===== src/rtl/spi_flag_pkg.sv =====
`timescale 1ns/1ps
package spi_flag_pkg;

  typedef struct packed {
    logic [7:0] rx_panic;
    logic [7:0] rx_req;
    logic [7:0] tx_panic;
    logic [7:0] tx_req;
  } dma_thr_t;

  typedef enum logic {
    CMP_LE = 1'b0,
    CMP_GT = 1'b1
  } cmp_sense_e;

endpackage


===== src/rtl/thr_cmp.sv =====
`timescale 1ns/1ps
module thr_cmp
  import spi_flag_pkg::*;
#(
  parameter int         LVL_W = 7,
  parameter int         THR_W = 8,
  parameter cmp_sense_e SENSE = CMP_LE
) (
  input  logic [LVL_W-1:0] level_i,
  input  logic [THR_W-1:0] thr_i,
  output logic             hit_o
);
  localparam int CMP_W = (LVL_W > THR_W) ? LVL_W : THR_W;

  logic [CMP_W-1:0] lvl_x, thr_x;
  assign lvl_x = CMP_W'(level_i);
  assign thr_x = CMP_W'(thr_i);

  generate
    if (SENSE == CMP_LE) begin : g_le
      assign hit_o = (lvl_x <= thr_x);
    end else begin : g_gt
      assign hit_o = (lvl_x > thr_x);
    end
  endgenerate

endmodule


===== src/rtl/tx_flag_unit.sv =====
`timescale 1ns/1ps
module tx_flag_unit
  import spi_flag_pkg::*;
#(
  parameter int DEPTH = 64,
  parameter int THR_W = 8,
  localparam int LVL_W = $clog2(DEPTH + 1)
) (
  input  logic             clk_i,
  input  logic             rst_ni,
  input  logic [LVL_W-1:0] level_i,
  input  logic             dma_en_i,
  input  logic [THR_W-1:0] thr_req_i,
  input  logic [THR_W-1:0] thr_panic_i,
  output logic             room_o,
  output logic             dreq_o,
  output logic             panic_o
);
  logic req_hit, panic_hit;

  thr_cmp #(.LVL_W(LVL_W), .THR_W(THR_W), .SENSE(CMP_LE)) u_req_cmp (
    .level_i(level_i), .thr_i(thr_req_i), .hit_o(req_hit)
  );
  thr_cmp #(.LVL_W(LVL_W), .THR_W(THR_W), .SENSE(CMP_LE)) u_panic_cmp (
    .level_i(level_i), .thr_i(thr_panic_i), .hit_o(panic_hit)
  );

  always_ff @(posedge clk_i or negedge rst_ni) begin
    if (!rst_ni) begin
      room_o  <= 1'b1;
      dreq_o  <= 1'b0;
      panic_o <= 1'b0;
    end else begin
      room_o  <= (level_i < LVL_W'(DEPTH));
      dreq_o  <= dma_en_i & req_hit;
      panic_o <= dma_en_i & panic_hit;
    end
  end

  p_room_free_r6: assert property (@(posedge clk_i) disable iff (!rst_ni)
    ($past(rst_ni) && ($past(level_i) < LVL_W'(DEPTH))) |-> room_o);

  p_req_le_r1: assert property (@(posedge clk_i) disable iff (!rst_ni)
    ($past(rst_ni) && $past(dma_en_i) && ({1'b0, $past(level_i)} <= (LVL_W+1)'($past(thr_req_i))))
    |-> dreq_o);

endmodule


===== src/rtl/rx_flag_unit.sv =====
`timescale 1ns/1ps
module rx_flag_unit
  import spi_flag_pkg::*;
#(
  parameter int DEPTH = 64,
  parameter int THR_W = 8,
  localparam int LVL_W    = $clog2(DEPTH + 1),
  localparam int NEED_LVL = (DEPTH * 3) / 4
) (
  input  logic             clk_i,
  input  logic             rst_ni,
  input  logic [LVL_W-1:0] level_i,
  input  logic             active_i,
  input  logic             done_i,
  input  logic             dma_en_i,
  input  logic [THR_W-1:0] thr_req_i,
  input  logic [THR_W-1:0] thr_panic_i,
  output logic             need_next_o,
  output logic             full_o,
  output logic             need_read_o,
  output logic             avail_o,
  output logic             dreq_o,
  output logic             panic_o
);
  logic req_hit, panic_hit, nonempty, drain;

  thr_cmp #(.LVL_W(LVL_W), .THR_W(THR_W), .SENSE(CMP_GT)) u_req_cmp (
    .level_i(level_i), .thr_i(thr_req_i), .hit_o(req_hit)
  );
  thr_cmp #(.LVL_W(LVL_W), .THR_W(THR_W), .SENSE(CMP_GT)) u_panic_cmp (
    .level_i(level_i), .thr_i(thr_panic_i), .hit_o(panic_hit)
  );

  assign nonempty    = (level_i != '0);
  assign drain       = done_i & nonempty;   // collect residual bytes after the end
  assign need_next_o = active_i & (level_i >= LVL_W'(NEED_LVL));

  always_ff @(posedge clk_i or negedge rst_ni) begin
    if (!rst_ni) begin
      full_o      <= 1'b0;
      need_read_o <= 1'b0;
      avail_o     <= 1'b0;
      dreq_o      <= 1'b0;
      panic_o     <= 1'b0;
    end else begin
      full_o      <= (level_i >= LVL_W'(DEPTH));
      need_read_o <= need_next_o;
      avail_o     <= nonempty;
      dreq_o      <= dma_en_i & (req_hit | drain);
      panic_o     <= dma_en_i & panic_hit;
    end
  end

  p_full_has_data_r7: assert property (@(posedge clk_i) disable iff (!rst_ni)
    full_o |-> avail_o);

  p_need_only_active_r5: assert property (@(posedge clk_i) disable iff (!rst_ni)
    need_read_o |-> $past(active_i));

  p_drain_req_r3: assert property (@(posedge clk_i) disable iff (!rst_ni)
    ($past(rst_ni) && $past(dma_en_i) && $past(done_i) && ($past(level_i) != '0))
    |-> dreq_o);

endmodule


===== src/rtl/spi_fifo_flags.sv =====
`timescale 1ns/1ps
module spi_fifo_flags
  import spi_flag_pkg::*;
#(
  parameter int DEPTH = 64,
  localparam int LVL_W = $clog2(DEPTH + 1)
) (
  input  logic             clk_i,
  input  logic             rst_ni,
  input  logic [LVL_W-1:0] tx_level_i,
  input  logic [LVL_W-1:0] rx_level_i,
  input  logic             xfer_active_i,
  input  logic             xfer_done_i,
  input  logic             dma_en_i,
  input  logic             irq_rx_en_i,
  input  logic             irq_done_en_i,
  input  logic [31:0]      dma_ctrl_i,
  output logic             rx_full_o,
  output logic             rx_need_read_o,
  output logic             tx_room_o,
  output logic             rx_avail_o,
  output logic             tx_dreq_o,
  output logic             tx_panic_o,
  output logic             rx_dreq_o,
  output logic             rx_panic_o,
  output logic             irq_o
);
  dma_thr_t thr;
  logic     rx_need_next;

  assign thr = dma_thr_t'(dma_ctrl_i);

  tx_flag_unit #(.DEPTH(DEPTH), .THR_W(8)) u_tx (
    .clk_i      (clk_i),
    .rst_ni     (rst_ni),
    .level_i    (tx_level_i),
    .dma_en_i   (dma_en_i),
    .thr_req_i  (thr.tx_req),
    .thr_panic_i(thr.tx_panic),
    .room_o     (tx_room_o),
    .dreq_o     (tx_dreq_o),
    .panic_o    (tx_panic_o)
  );

  rx_flag_unit #(.DEPTH(DEPTH), .THR_W(8)) u_rx (
    .clk_i      (clk_i),
    .rst_ni     (rst_ni),
    .level_i    (rx_level_i),
    .active_i   (xfer_active_i),
    .done_i     (xfer_done_i),
    .dma_en_i   (dma_en_i),
    .thr_req_i  (thr.rx_req),
    .thr_panic_i(thr.rx_panic),
    .need_next_o(rx_need_next),
    .full_o     (rx_full_o),
    .need_read_o(rx_need_read_o),
    .avail_o    (rx_avail_o),
    .dreq_o     (rx_dreq_o),
    .panic_o    (rx_panic_o)
  );

  always_ff @(posedge clk_i or negedge rst_ni) begin
    if (!rst_ni) irq_o <= 1'b0;
    else         irq_o <= (irq_rx_en_i & rx_need_next) | (irq_done_en_i & xfer_done_i);
  end

  p_dma_quiet_r10: assert property (@(posedge clk_i) disable iff (!rst_ni)
    !$past(dma_en_i) |-> !(tx_dreq_o | tx_panic_o | rx_dreq_o | rx_panic_o));

  p_irq_done_r8: assert property (@(posedge clk_i) disable iff (!rst_ni)
    ($past(rst_ni) && $past(irq_done_en_i) && $past(xfer_done_i)) |-> irq_o);

  p_irq_masked_r8: assert property (@(posedge clk_i) disable iff (!rst_ni)
    (!$past(irq_done_en_i) && !$past(irq_rx_en_i)) |-> !irq_o);

endmodule


===== config.mk =====
export PLATFORM = sky130hd
export DESIGN_NAME = spi_fifo_flags
export DESIGN_NICKNAME = d
export VERILOG_FILES = /design/src/rtl/spi_flag_pkg.sv /design/src/rtl/thr_cmp.sv /design/src/rtl/tx_flag_unit.sv /design/src/rtl/rx_flag_unit.sv /design/src/rtl/spi_fifo_flags.sv
export SDC_FILE = /design/constraint.sdc
export NUM_CORES = 1
export LEC_CHECK = 0
export ABC_AREA = 1
export BUFFER_PORTS_ARGS = -buffer_cell sky130_fd_sc_hd__buf_2
export CORE_MARGIN = 3
export CORE_UTILIZATION = 43
export CTS_BUF_LIST = sky130_fd_sc_hd__clkbuf_16
export DETAILED_ROUTE_END_ITERATION = 7
export PLACE_DENSITY = 0.79
export SLEW_MARGIN = 20
export SYNTH_ARGS = -nofsm -noshare
export SYNTH_HDL_FRONTEND = slang
export SYNTH_SLANG_ARGS = --single-unit
export TNS_END_PERCENT = 10

===== constraint.sdc =====
create_clock -name clk_i -period 0.8 [get_ports clk_i]
set_input_delay 0.12 -clock clk_i [delete_from_list [all_inputs] [get_ports clk_i]]
set_output_delay 0.12 -clock clk_i [all_outputs]
set_load 0.005 [all_outputs]

* Word-level counts from Yosys, hierarchy flattened
Index checks and enable logic that the tools add are counted.
** Cells by class
- $lt $le $gt $ge :: 7
- Reduce and logical (&&, ||, !) cells :: 1
- Bitwise operators :: 10
** Operator list (count)
- 7-bit by 8-bit > comparator with 1-bit output :: 2
- 7-bit by 8-bit <= comparator with 1-bit output :: 2
- 1-bit AND :: 8
- 7-bit by 6-bit >= comparator with 1-bit output (second input constant) :: 1
- 7-bit >= comparator (second input constant) :: 1
- 7-bit < comparator (second input constant) :: 1
- 7-bit nonzero test :: 1
- 1-bit OR :: 2
** Word-level totals
- Bits of input ports :: 53
- Output and inout port bits :: 9
- Register bits after elaboration :: 9
- Word-level logic and storage cells :: 27

* Depth between registers and ports, before layout
Gate-level depths: netlist of the first run.
- Word-level depth :: 4
- Depth in mapped cells :: 11
- Gate-level depth less buffers :: 11

* By module
From an unflattened synthesis of the first run, not the netlist that was laid out.
** Second synthesis, totals
- Cell total of the unflattened synthesis :: 175
- Area, all modules :: 1158.6 um^2
** By module, submodules not included
- thr_cmp (u_tx.u_panic_cmp ...) :: seq. area each 0.0 um^2, instances 2, area each 215.2 um^2, cells an instance 36
- thr_cmp (u_rx.u_panic_cmp ...) :: seq. area each 0.0 um^2, instances 2, area each 201.4 um^2, cells an instance 35
- rx_flag_unit :: seq. area each 125.1 um^2, instances 1, area each 193.9 um^2, cells an instance 21
- tx_flag_unit :: seq. area each 76.3 um^2, instances 1, area each 95.1 um^2, cells an instance 8
- spi_fifo_flags :: seq. area each 25.0 um^2, instances 1, area each 36.3 um^2, cells an instance 4

* Worst setup path before layout of the first run
No wires, ideal clock.
- Path type :: input to register
- Start point :: in dma_ctrl_i[30]
- End point :: reg u_rx.panic_o
- Path buffers :: 0
- Setup slack :: -176 ps
- Required time :: 680 ps
- Setup time :: 120 ps
- Stages :: 7
- Arrival time :: 856 ps
- Cell sequence :: inv_1 -> ha_1 -> inv_1 -> nor3_1 -> nand4_1 -> nand2_1 -> a21oi_1
** Between the ends
- Word-level cells in the longest chain between the ends :: 2
** Ends and longest elaborated chain
- from (decl) :: line spi_fifo_flags.sv:17 : input logic [31:0] dma_ctrl_i,
- 7-bit by 8-bit > comparator with 1-bit output :: line thr_cmp.sv:23 : assign hit_o = (lvl_x > thr_x);
- 1-bit AND :: line rx_flag_unit.sv:50 : panic_o <= dma_en_i & panic_hit;
- to (signal assigned) :: line rx_flag_unit.sv:50
- to (decl) :: line rx_flag_unit.sv:23 : output logic panic_o
Every way passes these cells.

* Worst setup path after layout of the first run
- Start point :: reg u_tx.room_o
- End point :: out tx_room_o
** RTL lines
- from (decl) :: line tx_flag_unit.sv:15 : output logic room_o,
- from (signal assigned) :: line tx_flag_unit.sv:34 : room_o <= (level_i < LVL_W'(DEPTH));
- to (decl) :: line spi_fifo_flags.sv:20 : output logic tx_room_o,
No word-level cell between the ends.

==> key figures, run 1 <==
Detailed routing
  • DR iter-0 viols: 15
  • DR WL/cell: 12.7 um
  • Avg Vias per Cell: 4.78
  • TritonRoute pass-1 iters: 4
  • Antenna Nets Post-Route: 0
  • Routed WL: 3080 um
  • Routed via count: 1162
  • Drt drc: 0

Placed design
  • Routability cong.: 0.821
  • Port bufs: 61
  • DP HPWL: 2480 um
  • Placed Instances: 237

Critical path
  • Delay of the slowest critical-path stage: 500 ps
  • Critical path fanouts, max: 1
  • CP Depth: 1
  • Endpoint type of the worst setup path: output pin
  • Slowest library cell on the worst path: dfstp_2
  • WS Path Type: flip-flop to output pin
  • Largest delay contributor family on the critical path: flip-flops
  • Buffers & Inverters on Critical Path: 1
  • Critical Path Start Type: flip-flop
  • Worst path cell trace: buf_2
  • Arr. time, crit path: 830 ps
  • Worst path required time: 680 ps

Logic synthesis
  • Synth Area in Compound Gates: 0.122
  • Post-Synth XOR/XNOR Area: 0
  • Top-area cell type share of the netlist area: 0.333
  • Post-Synth Simple-Gate Area: 0.173
  • Avg Inst Size Synth: 7.27 um^2
  • Syn. warnings: 0
  • Post-Syn Instances: 145
  • Largest area contributor in the netlist: ha_1
  • Post-Syn Nets: 226
  • Register bit total from synthesis: 9
  • Largest family of logic cells by synthesized area: adder cells
  • Post-synthesis sequential area ratio: 0.215
  • Multiplexer share of the synthesized area: 0
  • Post-synth cell types: 17
  • Post-Synthesis Cell Area: 0.00105 mm^2
  • Post-Synth Adder-Cell Area: 0.333
  • Synth area leaders: ha_1 33%, dfrtp_1 19%, inv_1 15%

Floorplan
  • Horiz. Die Dim: 55.5 um
  • IO Pins: 62
  • Die ar.: 0.00308 mm^2
  • Die Ht: 55.5 um
  • Core area: 0.00228 mm^2
  • Row cnt: 17
  • Initial Util: 0.463

Clocking
  • H-tree depth: 1
  • # clock sinks: 9
  • Num CTS Buffers: 3
  • CTS tree: yes
  • Root buf cell: clkbuf_16
  • Clk pin slew, worst setup/hold paths: 40 ps
  • Bufs on Longest Clock Path: 2

Finish
  • ANT cells: 0
  • Layout net count: 297
  • Number of filler cells placed in the layout: 175
  • Synth-to-Final Area Change: 58.7%
  • Share of layout cells above drive strength 1: 0.447
  • Post-Layout Cell Count: 243

Global routing
  • Vias in the first global route: 1192
  • Largest net degree at the start of global routing: 10
  • First-pass GRT wire length: 4820 um
  • Grt ovf: 0
  • Total track usage: 0.192
  • Initial antenna violation count: 0

STA
  • Crit path time final: 949 ps
  • Fmax: 1050 MHz
  • Final setup vio count: 13
  • Final Max Tran Viols: 0
  • Final hold violation count: 0
  • Rel. slew slack: 0.838
  • Period Utilization, post-route: 1.19
  • RSZ-0062 raised after global routing: yes
  • Final WS setup: -149 ps
  • Slew @ Worst Pin: 242 ps

Status
  • Status: complete, but fails checks
  • Failing checks: negative setup slack

Worst hold path
  • Worst hold-check path type: primary input to flip-flop
  • WHS Path Cells: 2

Pwr
  • VDD IR max: 1.18 mV
  • Tot Pwr: 0.00204 W
  • Static leakage: 1.00 nW
  • PwrDens: 1220 mW/mm^2

Run
  • Max Cap Violations: 0
==> cells in the mapped netlist, drive strengths merged <==
library cell,instances
nand2,22
and3,2
nor2,6
nor3,3
a21o,3
nand4,4
inv,43
dfrtp,8
a22oi,1
a21oi,14
o21ai,4
dfstp,1
ha,28
a22o,1
nand3,4
clkbuf,1
==> cell families after synthesis <==
family                   after synthesis
flip-flops                             9
AO/OA/AOI/OAI                         23
adder cells (fa/ha/maj)               28
AND/OR/NAND/NOR                       41
buffers and inverters                 44
==> through the flow <==
stage	TNS [ps]	hold WS [ps]	utilization	setup slack, ps	area (um^2)
after floorplan	-486	-176	-	-124	1110
after global placement	-1360	-26.7	0.650	-338	1480
after detailed placement	-1520	-21.7	0.650	-372	1480
after CTS	-751	89.2	0.695	-152	1580
after global routing	-1180	32.1	0.734	-197	1670
final	-725	22.5	0.734	-149	1670
==> cell type report <==
cell class                      count  area, um^2  share of cell area
Tap cell                           28        35.0              0.0210
Clock inverter                      1        3.75             0.00225
Multi-Input combinational cell     92         791               0.473
Timing Repair Buffer               67         374               0.224
Sequential cell                     9         226               0.135
Clock buffer                        3        75.1              0.0449
Inverter                           43         166              0.0996
==> path summary, 6_finish.rpt <==
kind / from / to
min in group asynchronous: rst_ni / irq_o
max: u_tx.room_o / tx_room_o
max in group asynchronous: rst_ni / u_tx.room_o
min: tx_level_i[6] / u_tx.room_o
==> registers in the layout (all words and copies together) (netlist names) <==
| register | count |
|---|---|
| u_rx.need_read_o | 1 |
| u_rx.panic_o | 1 |
| u_rx.full_o | 1 |
| u_rx.dreq_o | 1 |
| u_tx.panic_o | 1 |
| u_tx.room_o | 1 |
| u_rx.avail_o | 1 |
| irq_o | 1 |
| u_tx.dreq_o | 1 |
==> routing by layer <==
layer  vias up  GRT usage  wire [um]
met5         -          0          0
met4         0     0.0833         29
met3         4     0.0444        115
met2        31      0.373       1780
met1       522      0.189       1150
li1        605          -          -
==> power by group <==
| group | total, W | internal [W] | switching, W |
|---|---|---|---|
| Sequential | 0.000494 | 0.000487 | 0.00000651 |
| Combinational | 0.000695 | 0.000349 | 0.000346 |
| Clock | 0.000854 | 0.000652 | 0.000203 |
==> placed cells by master (no fill, tap or decap), drive strengths merged <==
cell type / instances
a21o: 3
a21oi: 14
a22o: 1
a22oi: 1
and3: 2
buf: 66
clkbuf: 3
dfrtp: 8
dfstp: 1
dlygate4sd3: 1
ha: 28
inv: 44
nand2: 22
nand3: 4
nand4: 4
nor2: 6
nor3: 3
o21ai: 4
==> what timing repair did <==
item                                    CTS  global route
hold buffers                              1             0
pin swaps                                 2            12
buffers inserted                          0             1
endpoints found under the hold margin     9             0
cloned                                    0             0
gates resized for setup                   3            21
endpoints found under the setup margin   13            13
(Power assumes the default switching activity.)
==> run 2, diff against run 1 <==
--- a/config.mk
+++ b/config.mk
@@ -8,10 +8,10 @@
 export ABC_AREA = 1
 export BUFFER_PORTS_ARGS = -buffer_cell sky130_fd_sc_hd__buf_2
 export CORE_MARGIN = 3
-export CORE_UTILIZATION = 43
+export CORE_UTILIZATION = 47
 export CTS_BUF_LIST = sky130_fd_sc_hd__clkbuf_16
 export DETAILED_ROUTE_END_ITERATION = 7
-export PLACE_DENSITY = 0.79
+export PLACE_DENSITY = 0.85
 export SLEW_MARGIN = 20
 export SYNTH_ARGS = -nofsm -noshare
 export SYNTH_HDL_FRONTEND = slang
==> constraint.sdc (replaced) <==
create_clock -name clk_i -period 1.23 [get_ports clk_i]
set_input_delay 0.1845 -clock clk_i [delete_from_list [all_inputs] [get_ports clk_i]]
set_output_delay 0.1845 -clock clk_i [all_outputs]
set_load 0.005 [all_outputs]
==> key figures, run 2 (synthesis gave the netlist of run 1 again) <==
Status
  • Status: complete, no violations

Clocking
  • Bufs on Longest Clock Path: 2
  • CTS tree: yes
  • Clk pin slew, worst setup/hold paths: 40 ps
  • Post-CTS Repair Setup Buffers: 0
  • # clock sinks: 9
  • Root buf cell: clkbuf_16
  • Resize count post-CTS: 0
  • Num CTS Buffers: 3
  • H-tree depth: 1

Finish
  • Layout net count: 292
  • Multi-input logic area: 662 um^2
  • Number of filler cells placed in the layout: 173
  • Most common cell after layout, fill and taps aside: buf_2
  • Sequential cell area: 226 um^2
  • Share of layout cells above drive strength 1: 0.314
  • Most frequent cells in the layout: 61 x buf_2, 44 x inv_1, 28 x ha_1
  • Final Instance Area: 0.00148 mm^2
  • Post-Layout Cell Count: 237
  • ANT cells: 0
  • Finished Core Util: 0.724
  • Synth-to-Final Area Change: 40.3%

Global routing
  • Largest net degree at the start of global routing: 10
  • Total track usage: 0.191
  • Vias in the first global route: 1094
  • First-pass GRT wire length: 4060 um
  • Initial antenna violation count: 0
  • Grt ovf: 0

STA
  • Slew @ Worst Pin: 237 ps
  • Final setup vio count: 0
  • Final Max Tran Viols: 0
  • Final hold violation count: 0
  • Crit path time final: 1040 ps
  • RSZ-0062 raised after global routing: no
  • Rel. slew slack: 0.841
  • Total negative slack: 0 ps
  • Period Utilization, post-route: 0.846
  • Final WS setup: 189 ps
  • Fmax: 961 MHz

Detailed routing
  • Avg Vias per Cell: 4.84
  • Routed WL: 2720 um
  • DR WL/cell: 11.5 um
  • DR iter-0 viols: 7
  • Routed via count: 1147
  • Drt drc: 0
  • Antenna Nets Post-Route: 0
  • TritonRoute pass-1 iters: 4

Run
  • Max Cap Violations: 0

Worst hold path
  • Worst hold-check path type: primary input to flip-flop

Critical path
  • Arr. time, crit path: 1190 ps
  • Delay of the slowest critical-path stage: 310 ps
  • Worst path required time: 1380 ps
  • Endpoint type of the worst setup path: flip-flop
  • Slowest library cell on the worst path: ha_1
  • WS Path Type: primary input to flip-flop
  • Critical path fanouts, max: 3
  • Critical Path Start Type: primary input
  • Worst path cell trace: buf_2, ha_1, inv_1, nor2_1, and3_1, nand4_1, a21oi_1

Floorplan
  • Core area: 0.00204 mm^2
  • Row cnt: 16
  • Die Ht: 53.3 um
  • IO Pins: 62
  • Initial Util: 0.516
  • Horiz. Die Dim: 53.3 um
  • Die ar.: 0.00285 mm^2

Placed design
  • Routability cong.: 0.753
  • DP HPWL: 2390 um
  • Setup Slack @ Placement: -46.9 ps
  • Placed Instances: 232
  • Port bufs: 61
  • DP Area: 0.00139 mm^2

Pwr
  • VDD IR max: 0.938 mV
  • Static leakage: 0.972 nW
  • PwrDens: 834 mW/mm^2
==> run 2: cell types whose count changed in the layout (fill, tap and decap cells not counted), sizes merged <==
cell	change
buf	-5
==> run 2: worst paths after layout <==
kind                       cells after the start           from               end
max in group asynchronous                      2         rst_ni       u_tx.room_o
min in group asynchronous                      2         rst_ni  u_rx.need_read_o
worst min-delay path                           2  tx_level_i[6]       u_tx.room_o
worst max-delay path                           7  tx_level_i[6]       u_tx.dreq_o
==> run 2: worst max-delay path, delay by kind of cell <==
family                     cells  cell delay, ps
AOI/OAI and AO/OA              1             180
adders and majority gates      1             310
buffers and inverters          2             170
and+or+nand+nor                3             340
==> run 2: final cells by class <==
cell class / instances / area share
flip-flops and latches: 9 / 0.153
clock buffers: 3 / 0.0508
repair buffers: 62 / 0.213
clock inverters: 1 / 0.00254
well taps: 27 / 0.0229
inverters: 43 / 0.109
multi-input cells: 92 / 0.448
==> run 2: metrics by stage <==
stage	power, W	hold WS [ps]
6_report	0.00123	112
5_1_grt	0.00131	118
4_1_cts	0.00124	109
3_5_place_dp	0.000679	38.4
3_3_place_gp	0.000654	35.0
2_1_floorplan	0.000510	-111
==> run 2: timing repair <==
item                       4_1_cts  5_1_grt
setup endpoints to repair        0        0
hold endpoints to repair         8        0
hold buffers                     1        0
==> run 2: power by group <==
part / internal, W / switching [W] / total (W)
clock network: 0.000424 / 0.000129 / 0.000553
registers: 0.000317 / 0.00000475 / 0.000322
logic: 0.000174 / 0.000185 / 0.000358
==> run 2: layer usage <==
layer / vias to the layer above / part of all wire / routed length (um) / GRT usage
li1: 592 / - / - / -
met1: 519 / 0.39 / 1070 / 0.206
met2: 36 / 0.55 / 1490 / 0.386
met3: 0 / 0.061 / 165 / 0.0197
met4: 0 / 0 / 0 / 0.0383
met5: - / 0 / 0 / 0
